$ cat src/rtl/psram_ctrl_pkg.sv
package psram_ctrl_pkg;

  typedef enum logic [1:0] {FR_CMD, FR_WRITE, FR_READ} frame_kind_e;

  typedef enum logic [2:0] {
    ST_LOAD_CMD, ST_SEND_CMD, ST_WAIT, ST_IDLE, ST_SEND_REQ, ST_RECV, ST_RESP
  } ctrl_state_e;

  localparam logic [7:0] OP_WR_QUAD  = 8'h38;
  localparam logic [7:0] OP_WR_SGL   = 8'h02;
  localparam logic [7:0] OP_RD_QUAD  = 8'hEB;
  localparam logic [7:0] OP_RD_SGL   = 8'h0B;
  localparam logic [7:0] CMD_RST_EN  = 8'h66;
  localparam logic [7:0] CMD_RST     = 8'h99;
  localparam logic [7:0] CMD_QUAD_ON = 8'h35;

  // Spread bit pair k (MSB first) of a command onto bits 4 and 0 of one byte.
  function automatic logic [7:0] quad_spread(input logic [7:0] c, input int k);
    return {3'b000, c[7-2*k], 3'b000, c[6-2*k]};
  endfunction

endpackage

$ cat src/rtl/psram_frame_build.sv
module psram_frame_build
  import psram_ctrl_pkg::*;
#(
  parameter bit QUAD      = 1'b1,
  parameter int MAX_BYTES = 8,
  localparam int LEN_W    = $clog2(MAX_BYTES + 1),
  localparam int FB       = 6 + MAX_BYTES,
  localparam int FLEN_W   = $clog2(FB + 1)
) (
  input  frame_kind_e              kind,
  input  logic [7:0]               cmd,
  input  logic [23:0]              addr,
  input  logic [8*MAX_BYTES-1:0]   wdata,
  input  logic [LEN_W-1:0]         nbytes,
  output logic [8*FB-1:0]          frame,
  output logic [FLEN_W-1:0]        flen
);
  localparam int UNIT = QUAD ? 2 : 8;

  always_comb begin
    frame = '0;
    flen  = '0;
    case (kind)
      FR_CMD: begin
        frame[7:0] = 8'd8;
        if (QUAD) begin
          for (int k = 0; k < 4; k++) frame[8*(2+k) +: 8] = quad_spread(cmd, k);
          flen = FLEN_W'(6);
        end else begin
          frame[23:16] = cmd;
          flen = FLEN_W'(3);
        end
      end
      FR_WRITE: begin
        frame[7:0]   = 8'((32'(nbytes) + 4) * UNIT);
        frame[23:16] = QUAD ? OP_WR_QUAD : OP_WR_SGL;
        frame[31:24] = addr[23:16];
        frame[39:32] = addr[15:8];
        frame[47:40] = addr[7:0];
        for (int i = 0; i < MAX_BYTES; i++)
          if (i < 32'(nbytes)) frame[8*(6+i) +: 8] = wdata[8*i +: 8];
        flen = FLEN_W'(6 + 32'(nbytes));
      end
      FR_READ: begin
        frame[7:0]   = 8'(5 * UNIT);
        frame[15:8]  = 8'(32'(nbytes) * UNIT);
        frame[23:16] = QUAD ? OP_RD_QUAD : OP_RD_SGL;
        frame[31:24] = addr[23:16];
        frame[39:32] = addr[15:8];
        frame[47:40] = addr[7:0];
        frame[55:48] = 8'hFF;
        flen = FLEN_W'(7);
      end
      default: ;
    endcase
  end
endmodule

$ cat src/rtl/psram_frame_shift.sv
module psram_frame_shift #(
  parameter int FB     = 14,
  localparam int FLEN_W = $clog2(FB + 1)
) (
  input  logic              clk,
  input  logic              rst_n,
  input  logic              load,
  input  logic [8*FB-1:0]   frame_in,
  input  logic [FLEN_W-1:0] len_in,
  output logic              tx_valid,
  input  logic              tx_ready,
  output logic [7:0]        tx_byte,
  output logic              last_hs
);
  logic [8*FB-1:0]   fbuf;
  logic [FLEN_W-1:0] flen;
  logic [FLEN_W-1:0] idx;
  logic              busy;

  assign tx_valid = busy;
  assign tx_byte  = fbuf[8*idx +: 8];
  assign last_hs  = busy && tx_ready && (idx == flen - 1'b1);

  always_ff @(posedge clk) begin
    if (!rst_n) begin
      fbuf <= '0;
      flen <= '0;
      idx  <= '0;
      busy <= 1'b0;
    end else if (load && !busy) begin
      fbuf <= frame_in;
      flen <= len_in;
      idx  <= '0;
      busy <= 1'b1;
    end else if (busy && tx_ready) begin
      idx <= idx + 1'b1;
      if (last_hs) busy <= 1'b0;
    end
  end

  // an offered byte is held while the engine stalls
  a_r9_hold_on_stall: assert property (@(posedge clk) disable iff (!rst_n)
    (tx_valid && !tx_ready) |=> (tx_valid && $stable(tx_byte)));
endmodule

$ cat src/rtl/psram_wait_timer.sv
module psram_wait_timer #(
  parameter int TW = 16
) (
  input  logic          clk,
  input  logic          rst_n,
  input  logic          load,
  input  logic [TW-1:0] load_val,
  output logic          zero
);
  logic [TW-1:0] cnt;

  assign zero = (cnt == '0);

  always_ff @(posedge clk) begin
    if (!rst_n)        cnt <= '0;
    else if (load)     cnt <= load_val;
    else if (cnt != 0) cnt <= cnt - 1'b1;
  end
endmodule

$ cat src/rtl/psram_req_ctrl.sv
module psram_req_ctrl
  import psram_ctrl_pkg::*;
#(
  parameter bit QUAD          = 1'b1,
  parameter int CLK_HZ        = 100_000_000,
  parameter int RSTEN_WAIT_US = 50,
  parameter int RST_WAIT_US   = 100,
  parameter int MAX_BYTES     = 8,
  localparam int LEN_W  = $clog2(MAX_BYTES + 1),
  localparam int DW     = 8 * MAX_BYTES
) (
  input  logic              clk,
  input  logic              rst_n,
  input  logic              req_valid,
  output logic              req_ready,
  input  logic              req_write,
  input  logic [23:0]       req_addr,
  input  logic [LEN_W-1:0]  req_len,
  input  logic [DW-1:0]     req_wdata,
  output logic              rsp_valid,
  input  logic              rsp_ready,
  output logic [DW-1:0]     rsp_data,
  output logic              tx_valid,
  input  logic              tx_ready,
  output logic [7:0]        tx_byte,
  input  logic              rx_valid,
  output logic              rx_ready,
  input  logic [7:0]        rx_byte,
  output logic              init_done
);
  localparam int CYC_US = CLK_HZ / 1_000_000;
  localparam int W_EN   = CYC_US * RSTEN_WAIT_US;
  localparam int W_RST  = CYC_US * RST_WAIT_US;
  localparam int TW     = $clog2((W_EN > W_RST ? W_EN : W_RST) + 1);
  localparam int FB     = 6 + MAX_BYTES;
  localparam int FLEN_W = $clog2(FB + 1);

  ctrl_state_e       state;
  logic [1:0]        step;
  logic [LEN_W-1:0]  cur_len, rx_cnt, n_clamp;
  logic              cur_write;
  frame_kind_e       kind;
  logic [7:0]        cmd;
  logic [8*FB-1:0]   frame;
  logic [FLEN_W-1:0] flen;
  logic              load, last_hs, t_load, t_zero;
  logic [TW-1:0]     t_val;

  assign n_clamp = (req_len == '0) ? LEN_W'(1) :
                   (req_len > LEN_W'(MAX_BYTES)) ? LEN_W'(MAX_BYTES) : req_len;
  assign kind = (state == ST_LOAD_CMD) ? FR_CMD : (req_write ? FR_WRITE : FR_READ);
  assign cmd  = (step == 2'd0) ? CMD_RST_EN : (step == 2'd1) ? CMD_RST : CMD_QUAD_ON;

  assign req_ready = (state == ST_IDLE);
  assign rx_ready  = (state == ST_RECV);
  assign rsp_valid = (state == ST_RESP);
  assign load      = (state == ST_LOAD_CMD) || (req_valid && req_ready);
  assign t_load    = (state == ST_SEND_CMD) && last_hs && (step != 2'd2);
  assign t_val     = (step == 2'd0) ? TW'(W_EN) : TW'(W_RST);

  psram_frame_build #(.QUAD(QUAD), .MAX_BYTES(MAX_BYTES)) u_build (
    .kind(kind), .cmd(cmd), .addr(req_addr), .wdata(req_wdata),
    .nbytes(n_clamp), .frame(frame), .flen(flen));

  psram_frame_shift #(.FB(FB)) u_shift (
    .clk(clk), .rst_n(rst_n), .load(load), .frame_in(frame), .len_in(flen),
    .tx_valid(tx_valid), .tx_ready(tx_ready), .tx_byte(tx_byte), .last_hs(last_hs));

  psram_wait_timer #(.TW(TW)) u_timer (
    .clk(clk), .rst_n(rst_n), .load(t_load), .load_val(t_val), .zero(t_zero));

  always_ff @(posedge clk) begin
    if (!rst_n) begin
      state     <= ST_LOAD_CMD;
      step      <= 2'd0;
      cur_len   <= '0;
      cur_write <= 1'b0;
      rx_cnt    <= '0;
      rsp_data  <= '0;
      init_done <= 1'b0;
    end else begin
      case (state)
        ST_LOAD_CMD: state <= ST_SEND_CMD;
        ST_SEND_CMD: if (last_hs) begin
          if (step == 2'd2) begin
            state     <= ST_IDLE;
            init_done <= 1'b1;
          end else begin
            state <= ST_WAIT;
          end
        end
        ST_WAIT: if (t_zero) begin
          if (step == 2'd0) begin
            step  <= 2'd1;
            state <= ST_LOAD_CMD;
          end else if (QUAD) begin
            step  <= 2'd2;
            state <= ST_LOAD_CMD;
          end else begin
            state     <= ST_IDLE;
            init_done <= 1'b1;
          end
        end
        ST_IDLE: if (req_valid) begin
          cur_len   <= n_clamp;
          cur_write <= req_write;
          rsp_data  <= '0;
          state     <= ST_SEND_REQ;
        end
        ST_SEND_REQ: if (last_hs) begin
          rx_cnt <= '0;
          state  <= cur_write ? ST_IDLE : ST_RECV;
        end
        ST_RECV: if (rx_valid) begin
          rsp_data[8*rx_cnt +: 8] <= rx_byte;
          rx_cnt <= rx_cnt + 1'b1;
          if (rx_cnt == cur_len - 1'b1) state <= ST_RESP;
        end
        ST_RESP: if (rsp_ready) state <= ST_IDLE;
        default: state <= ST_IDLE;
      endcase
    end
  end

  // the request port opens only after start-up has finished
  a_r3_ready_after_init: assert property (@(posedge clk) disable iff (!rst_n)
    req_ready |-> init_done);
  // no acceptance while a frame is still being shifted
  a_r8_idle_no_frame: assert property (@(posedge clk) disable iff (!rst_n)
    req_ready |-> !tx_valid);
  // a pending result is held until taken
  a_r7_rsp_hold: assert property (@(posedge clk) disable iff (!rst_n)
    (rsp_valid && !rsp_ready) |=> (rsp_valid && $stable(rsp_data)));
  // receive bytes are taken only after the read frame is out
  a_r11_rx_after_frame: assert property (@(posedge clk) disable iff (!rst_n)
    rx_ready |-> (!tx_valid && !req_ready));
  // nothing is offered while a start-up wait is running
  a_r2_quiet_wait: assert property (@(posedge clk) disable iff (!rst_n)
    (state == ST_WAIT) |-> (!tx_valid && !t_load));
endmodule

$ cat config.mk
export PLATFORM = sky130hd
export DESIGN_NAME = psram_req_ctrl
export DESIGN_NICKNAME = d
export VERILOG_FILES = /design/src/rtl/psram_ctrl_pkg.sv /design/src/rtl/psram_frame_build.sv /design/src/rtl/psram_frame_shift.sv /design/src/rtl/psram_wait_timer.sv /design/src/rtl/psram_req_ctrl.sv
export SDC_FILE = /design/constraint.sdc
export NUM_CORES = 1
export LEC_CHECK = 0
export ABC_AREA = 1
export BUFFER_PORTS_ARGS = -buffer_cell sky130_fd_sc_hd__buf_4
export CAP_MARGIN = 40
export CORE_MARGIN = 2
export CORE_UTILIZATION = 50
export CTS_CLUSTER_DIAMETER = 150
export DETAILED_ROUTE_END_ITERATION = 10
export PLACE_DENSITY = 0.75
export SLEW_MARGIN = 30
export SYNTH_ARGS = -nofsm -noshare
export SYNTH_HDL_FRONTEND = slang
export SYNTH_SLANG_ARGS = --single-unit
$ cat constraint.sdc
create_clock -name clk -period 4.4 [get_ports clk]
set_input_delay 0 -clock clk [delete_from_list [all_inputs] [get_ports clk]]
set_output_delay 0 -clock clk [all_outputs]
set_load 0.01 [all_outputs]
==> results by group, run 1 <==
Run status
  • Run status: completed

Drt
  • DRC viols: 0
  • Antenna-violating nets left: 0
  • Post-DR wirelength/cell: 15.7 microns
  • Routed WL: 28500 microns
  • Router iterations before antenna repair: 5
  • Initial DRC count: 639
  • Via density: 5.34
  • Vias: 9681

Final layout
  • ANT cells: 0
  • Area growth, synth to finish: 38.6%
  • Share of cells above drive strength 1: 0.158
  • Post-route cell area: 12600 sq um
  • Fill cells: 1435
  • Most frequent cells in the layout: nand2_1, dfxtp_1, buf_4
  • Commonest non-fill, non-tap cell in the layout: nand2_1
  • Net count, final: 1685

Timing
  • Worst-Margin Slew: 0.680 ns
  • Finish-stage setup viols: 0
  • Final Hold Fails: 0
  • Min cycle time layout: 3.20 ns
  • Slew headroom: 0.546
  • RSZ-0062 raised after global routing: false
  • Final period utilization: 0.727
  • Max Clk Rate: 313 MHz
  • Sum Neg Setup Slack: 0 ns
  • Max-slew violations: 0
  • Final Skew: 0.0105 ns

Synth
  • Post-synth cell types: 44
  • YS warnings: 0
  • Largest area contributor in the netlist: dfxtp_1
  • Sequential fraction of the synthesis area: 0.447
  • Post-Syn Nets: 1396
  • Cell area after synthesis: 9060 sq um
  • Synth area leaders: dfxtp_1, nand2_1, a21oi_1, o21ai_0, inv_1
  • Mapped Cells: 1280
  • Synth Register Bits: 202
  • Average size of a mapped cell: 7.08 sq um
  • Share of the synthesized area in the top cell type: 0.447

Clock tree
  • Clk_lat worst skew: 0.50 ns
  • Root Driver: clkbuf_16
  • CTS Buf Count: 22
  • # clock sinks: 202
  • Clock-pin slew on the worst setup and hold paths: 0.06 ns
  • Setup Buffers After CTS: 0
  • CTS tree: done
  • H-tree levels: 1
  • Max clock buf depth: 3

Floorplan
  • Full die area: 19200 sq um
  • Initial Util: 0.508
  • Rows: 49
  • Core Footprint: 17800 sq um
  • Height of the die: 139 microns
  • Die X: 139 microns
  • IO Count: 184

Placed design
  • GP Congestion: 0.886
  • Port Buffers: 183
  • Detail Placement HPWL: 19100 microns
  • Post-DP Area: 10600 sq um

Critical path
  • CP Class: reg2out
  • Startpoint types: flip-flop
  • Endpoint type of the worst setup path: primary output
  • Worst EP arrival: 3.20 ns
  • WP data required: 4.40 ns
  • Critical Path Fanout Max: 25

Power
  • PD cells: 457 nW/um^2
  • VDD IR max: 0.000327 V
  • Static Leak: 0.00528 uW

Flow run
  • Number of max-cap violations: 0

Global route
  • First-pass GRT wire length: 46300 microns
  • Overflow after GRT: 0
  • Tot GR Track Use: 0.287
  • Vias in the first global route: 9374
  • Largest net degree at the start of global routing: 59
  • Initial antenna violation count: 0

Hold path
  • Hold WC Path Type: in2reg
## cells in the mapped netlist
library cell and n:
nand2_1 334, dfxtp_1 202, inv_1 133, a21oi_1 120
o21ai_0 115, nor2_1 109, nand3_1 89, clkbuf_1 40
o22ai_1 22, xor2_1 13, ha_1 9, o221ai_1 9
buf_2 8, a22o_1 7, a31oi_1 7, nor3_1 7
o2111ai_1 7, nor2_2 5, a22oi_1 4, a211oi_1 3
nand2_2 3, nand4_1 3, nor4_1 3, a221oi_1 2
clkinv_1 2, inv_2 2, nand3b_1 2, o211ai_1 2
or2_2 2, xnor2_1 2, a21oi_4 1, buf_1 1
buf_4 1, nand2_4 1, nand3_4 1, nor2_4 1
nor3_4 1, nor3b_1 1, nor3b_4 1, nor4_4 1
o211a_1 1, o21ai_1 1, o21bai_1 1, o31ai_1 1
## layer usage
| metal | vias to the layer above | track usage | share of wire |
|---|---|---|---|
| met2 | 391 | 0.482 | 0.47 |
| met3 | 83 | 0.0618 | 0.078 |
| met1 | 4415 | 0.366 | 0.42 |
| met4 | 0 | 0.106 | 0.033 |
| li1 | 4792 | - | - |
| met5 | - | 0 | 0 |
## where the power goes
group	total, uW	internal, uW	switching, uW	leakage, uW
Combinational	1650	631	1020	0.00328
Clock	1830	1080	748	0.000358
Sequential	2260	2090	164	0.00164
## worst paths after layout
kind                         start                 to  slack (ns)  depth (start not counted)
hold / removal          req_len[0]  u_shift.fbuf[100]        0.04                          5
hold reg to reg   u_shift.fbuf[78]   u_shift.fbuf[78]        0.45                          2
setup / recovery    u_shift.idx[0]         tx_byte[5]        1.20                          9
setup reg to reg          state[0]   u_shift.fbuf[60]        1.28                         10
## critical path, stage by stage (launching register included)
cell and delay, ns:
dfxtp_1 0.68, buf_4 0.37, clkinv_1 0.12, nand2_1 0.38, inv_1 0.28, a22oi_1 0.19
a21oi_1 0.08, o21ai_0 0.27, nand2_1 0.15, buf_4 0.17
## stage by stage
step                      hold slack, ns  worst slack (ns)  std cells  total power [uW]  utilization
after detailed placement           0.214              1.54       1653              3810        0.595
after global routing              0.0725             0.964       1813              6070        0.703
after floorplan                    0.103              2.44       1280              3350            -
after global placement             0.208              1.63       1651              3770        0.593
after CTS                         0.0339              1.23       1813              5740        0.703
final                             0.0417              1.20       1813              5740        0.703
## cells by family after synthesis
group,count (synthesis),share of synthesized area
fa+ha+maj,9,0.0124
buf+inv,187,0.0790
compound gates,303,0.187
xor+xnor,15,0.0145
simple gates,564,0.261
flops,202,0.447
## registers in the layout (all words and copies together), names as in the netlist
signal and count:
u_shift.tx_valid 1, u_shift.idx 4, cur_len 4, step 2, u_timer.cnt 14, init_done 1
u_shift.fbuf 100, rx_cnt 4, cur_write 1, state 3, rsp_data 64, u_shift.flen 4
## timing repair
action	4_1_cts	5_1_grt
resized for setup	0	0
hold endpoints to repair	161	0
setup endpoints to repair	0	0
hold buffers	121	0
## layout make-up
| cell class | instances | area (sq um) | area share |
|---|---|---|---|
| timing repair buffer | 315 | 2690 | 0.214 |
| inverter | 137 | 514 | 0.0410 |
| multi-input combinational | 891 | 4300 | 0.342 |
| clock inverter | 9 | 76.3 | 0.00608 |
| sequential | 202 | 4040 | 0.322 |
| clock buffer | 30 | 642 | 0.0511 |
| tap | 229 | 287 | 0.0228 |
Power figures use the tool's default switching activity.
==> inputs of run 2 (changes only) <==
- ABC_AREA: 1 -> 0
- clock period: 4.4 -> 3.01 ns (I/O delays scaled with it)
==> run 2 against run 1 <==
  * Combinational power up 16%
  * Area after synthesis down 7.3%
  * Largest power group unchanged
  * Clock-buffer cell count down 2
  * Non-clock buffer count down 7
  * Highest routed layer unchanged
  * Sequential share of layout area up 2.2 points
  * Clock power up 37%
  * Register-to-register slack worse by 0.81 ns
  * First-iteration DRC count down 28%
  * Die area down 7.1%
==> results by group, run 2 <==
Run status
  • Run status: completed

Critical path
  • Endpoint type of the worst setup path: flip-flop
  • CP bufs+invs: 2 (-2)
  • Worst stage delay on the critical path: 0.48 ns (-0.20 ns)
  • CP max-delay cell: a2111o_1
  • WP data required: 3.42 ns (-0.98 ns)
  • Delay-heaviest family, CP: compound AO/OA/AOI/OAI gates
  • Cells along the critical path: buf_4, inv_1, ha_1, o21bai_1, a2111o_1, nor2_1, nand4_1, o2bb2ai_1
  • Worst EP arrival: 2.95 ns (-0.25 ns)
  • CP Class: reg2reg
  • Critical Path Fanout Max: 12 (-52%)
  • Startpoint types: flip-flop

Drt
  • Vias: 7767 (-20%)
  • Antenna-violating nets left: 0 (unchanged)
  • DRC viols: 0 (unchanged)
  • Post-DR wirelength/cell: 18.8 microns (+19%)
  • Via density: 5.74 (+7.6%)
  • Initial DRC count: 463 (-28%)
  • Router iterations before antenna repair: 5 (unchanged)
  • Routed WL: 25400 microns (-11%)

Global route
  • Vias in the first global route: 7798 (-17%)
  • First-pass GRT wire length: 40800 microns (-12%)
  • Largest net degree at the start of global routing: 78 (+32%)
  • Initial antenna violation count: 0 (unchanged)
  • Overflow after GRT: 0 (unchanged)
  • Tot GR Track Use: 0.281 (-0.00631)

Synth
  • Post-synth ARST share: 0 (unchanged)
  • Cell area after synthesis: 8400 sq um (-7.3%)
  • EDFF count, synth: 0 (unchanged)
  • YS warnings: 0 (unchanged)
  • Share of the synthesized area in the top cell type: 0.482 (+0.0351)
  • Largest area contributor in the netlist: dfxtp_1
  • Post-Syn Nets: 954 (-32%)
  • Synth Register Bits: 202 (unchanged)
  • Top-count cell post-synth: dfxtp_1
  • Ys flop type: dfxtp_1
  • Synth area leaders: dfxtp_1, a22o_1, mux4_2, nor2_1, o2bb2ai_1
  • Sequential fraction of the synthesis area: 0.482 (+0.0351)
  • Mapped Cells: 838 (-35%)
  • Synth cell count leaders: dfxtp_1, a22o_1, nor2_1
  • Post-synth cell types: 57 (+30%)
  • Average size of a mapped cell: 10.0 sq um (+42%)

Power
  • Total design power: 7480 uW (+30%)
  • PD cells: 636 nW/um^2 (+39%)
  • VDD IR max: 0.000417 V (+27%)
  • Static Leak: 0.00479 uW (-9.2%)

Clock tree
  • Root Driver: clkbuf_16
  • CTS Buf Count: 22 (unchanged)
  • Clock-pin slew on the worst setup and hold paths: 0.06 ns (about the same)
  • Cts repair resizes: 0 (unchanged)
  • Clk_lat worst skew: 0.49 ns (about the same)
  • # clock sinks: 202 (unchanged)
  • Max clock buf depth: 3 (unchanged)
  • H-tree levels: 1 (unchanged)
  • CTS tree: done

Timing
  • Finish-stage setup viols: 0 (unchanged)
  • Sum Neg Setup Slack: 0 ns (unchanged)
  • Max-slew violations: 0 (unchanged)
  • Final Skew: 0.00615 ns (-0.00437 ns)
  • Worst-Margin Slew: 0.718 ns (+0.0383 ns)
  • Final period utilization: 0.843
  • Slew headroom: 0.520 (-0.0268)
  • Max Clk Rate: 394 MHz
  • Final Hold Fails: 0 (unchanged)
  • Min cycle time layout: 2.54 ns
  • RSZ-0062 raised after global routing: false

Final layout
  • Share of cells above drive strength 1: 0.246 (+0.0886)
  • Largest register FFs: 100 (unchanged)
  • Post-route cell area: 11800 sq um (-6.3%)
  • Layout Utilization: 0.711 (+0.00788)
  • Fill cells: 1226 (-15%)
  • Net count, final: 1235 (-27%)
  • ANT cells: 0 (unchanged)
  • Largest regs: u_shift.fbuf x100, rsp_data x64, u_timer.cnt x14
  • Largest register by flop count: u_shift.fbuf
  • Most frequent cells in the layout: buf_4, dfxtp_1, dlygate4sd3_1
  • Area growth, synth to finish: 40.0%
  • Commonest non-fill, non-tap cell in the layout: buf_4

Floorplan
  • IO Count: 184 (unchanged)
  • Full die area: 17800 sq um (-7.1%)
  • Die X: 134 microns (-3.6%)
  • Core Footprint: 16500 sq um (-7.4%)
  • Height of the die: 134 microns (-3.6%)
  • Initial Util: 0.508 (+0.000530)
  • Rows: 47 (-4.1%)

Flow run
  • Number of max-cap violations: 0 (unchanged)

Hold path
  • Hold WC Path Type: in2reg

Placed design
  • GP Congestion: 0.885 (-0.21%)
  • Port Buffers: 183 (unchanged)
  • Post-DP Area: 10100 sq um (-5.3%)
  • Detail Placement HPWL: 16100 microns (-15%)
## run 2: cell count changes after synthesis, sizes merged, moves of 14 or more
cell,change
a21oi,-91
a22o,+79
a22oi,+21
nand2b,+15
mux4,+19
xnor2,+20
nor2,-34
nand3,-78
nand2,-278
o21ai,-95
o22ai,-14
inv,-118
o2bb2ai,+32
## run 2: power breakdown
group	switching (uW)	total, uW	internal, uW
clock network	1050	2510	1460
logic	1080	1920	837
registers	197	3050	2860
## run 2: logic make-up after synthesis
kind of cell | count (synthesis) | share of synthesized area
AOI/OAI and AO/OA | 257 | 0.235
DFF | 202 | 0.482
buffers and inverters | 68 | 0.0310
muxes | 35 | 0.0711
and+or+nand+nor | 234 | 0.133
xor gates and xnor gates | 33 | 0.0344
adders and majority gates | 9 | 0.0134
## run 2: metal layers
layer,GRT usage,share of wire
met1,0.375,0.43
met2,0.463,0.47
met3,0.0559,0.067
met4,0.0851,0.026
met5,0,0
## run 2: path summary, 6_finish.rpt
path	slack (ns)	cells after the start	endpoint	start
max reg2reg	0.47	8	rsp_data[21]	rx_cnt[0]
max	0.47	8	rsp_data[21]	rx_cnt[0]
min	0.05	5	u_shift.fbuf[9]	req_len[1]
min reg2reg	0.46	2	u_shift.fbuf[24]	u_shift.fbuf[24]
## run 2: area by class of cell
class	instances	area, sq um	area share
clock buffers	28	624	0.0531
clock inverters	9	47.5	0.00404
inverters	17	63.8	0.00543
multi-input cells	568	4110	0.349
flip-flops and latches	202	4050	0.344
well taps	220	275	0.0234
repair buffers	308	2590	0.221
## run 2: worst min-delay path: cells and delay by family
kind                   cells  cell delay (ns)
AND/OR/NAND/NOR            3             0.25
buffers and inverters      1             0.14
AO/OA/AOI/OAI              1             0.12
## run 2: timing repair
item | in CTS | in global routing
hold endpoints to repair | 156 | 0
buffers inserted | 0 | 0
hold buffers | 102 | 0
## run 2: through the flow
stage                     worst slack, ns  hold slack, ns  std cells
after global routing                0.169          0.0683       1352
after CTS                           0.468          0.0327       1352
final                               0.472          0.0505       1352
after global placement              0.653           0.210       1213
after detailed placement            0.505           0.212       1213
after floorplan                     0.533           0.126        838
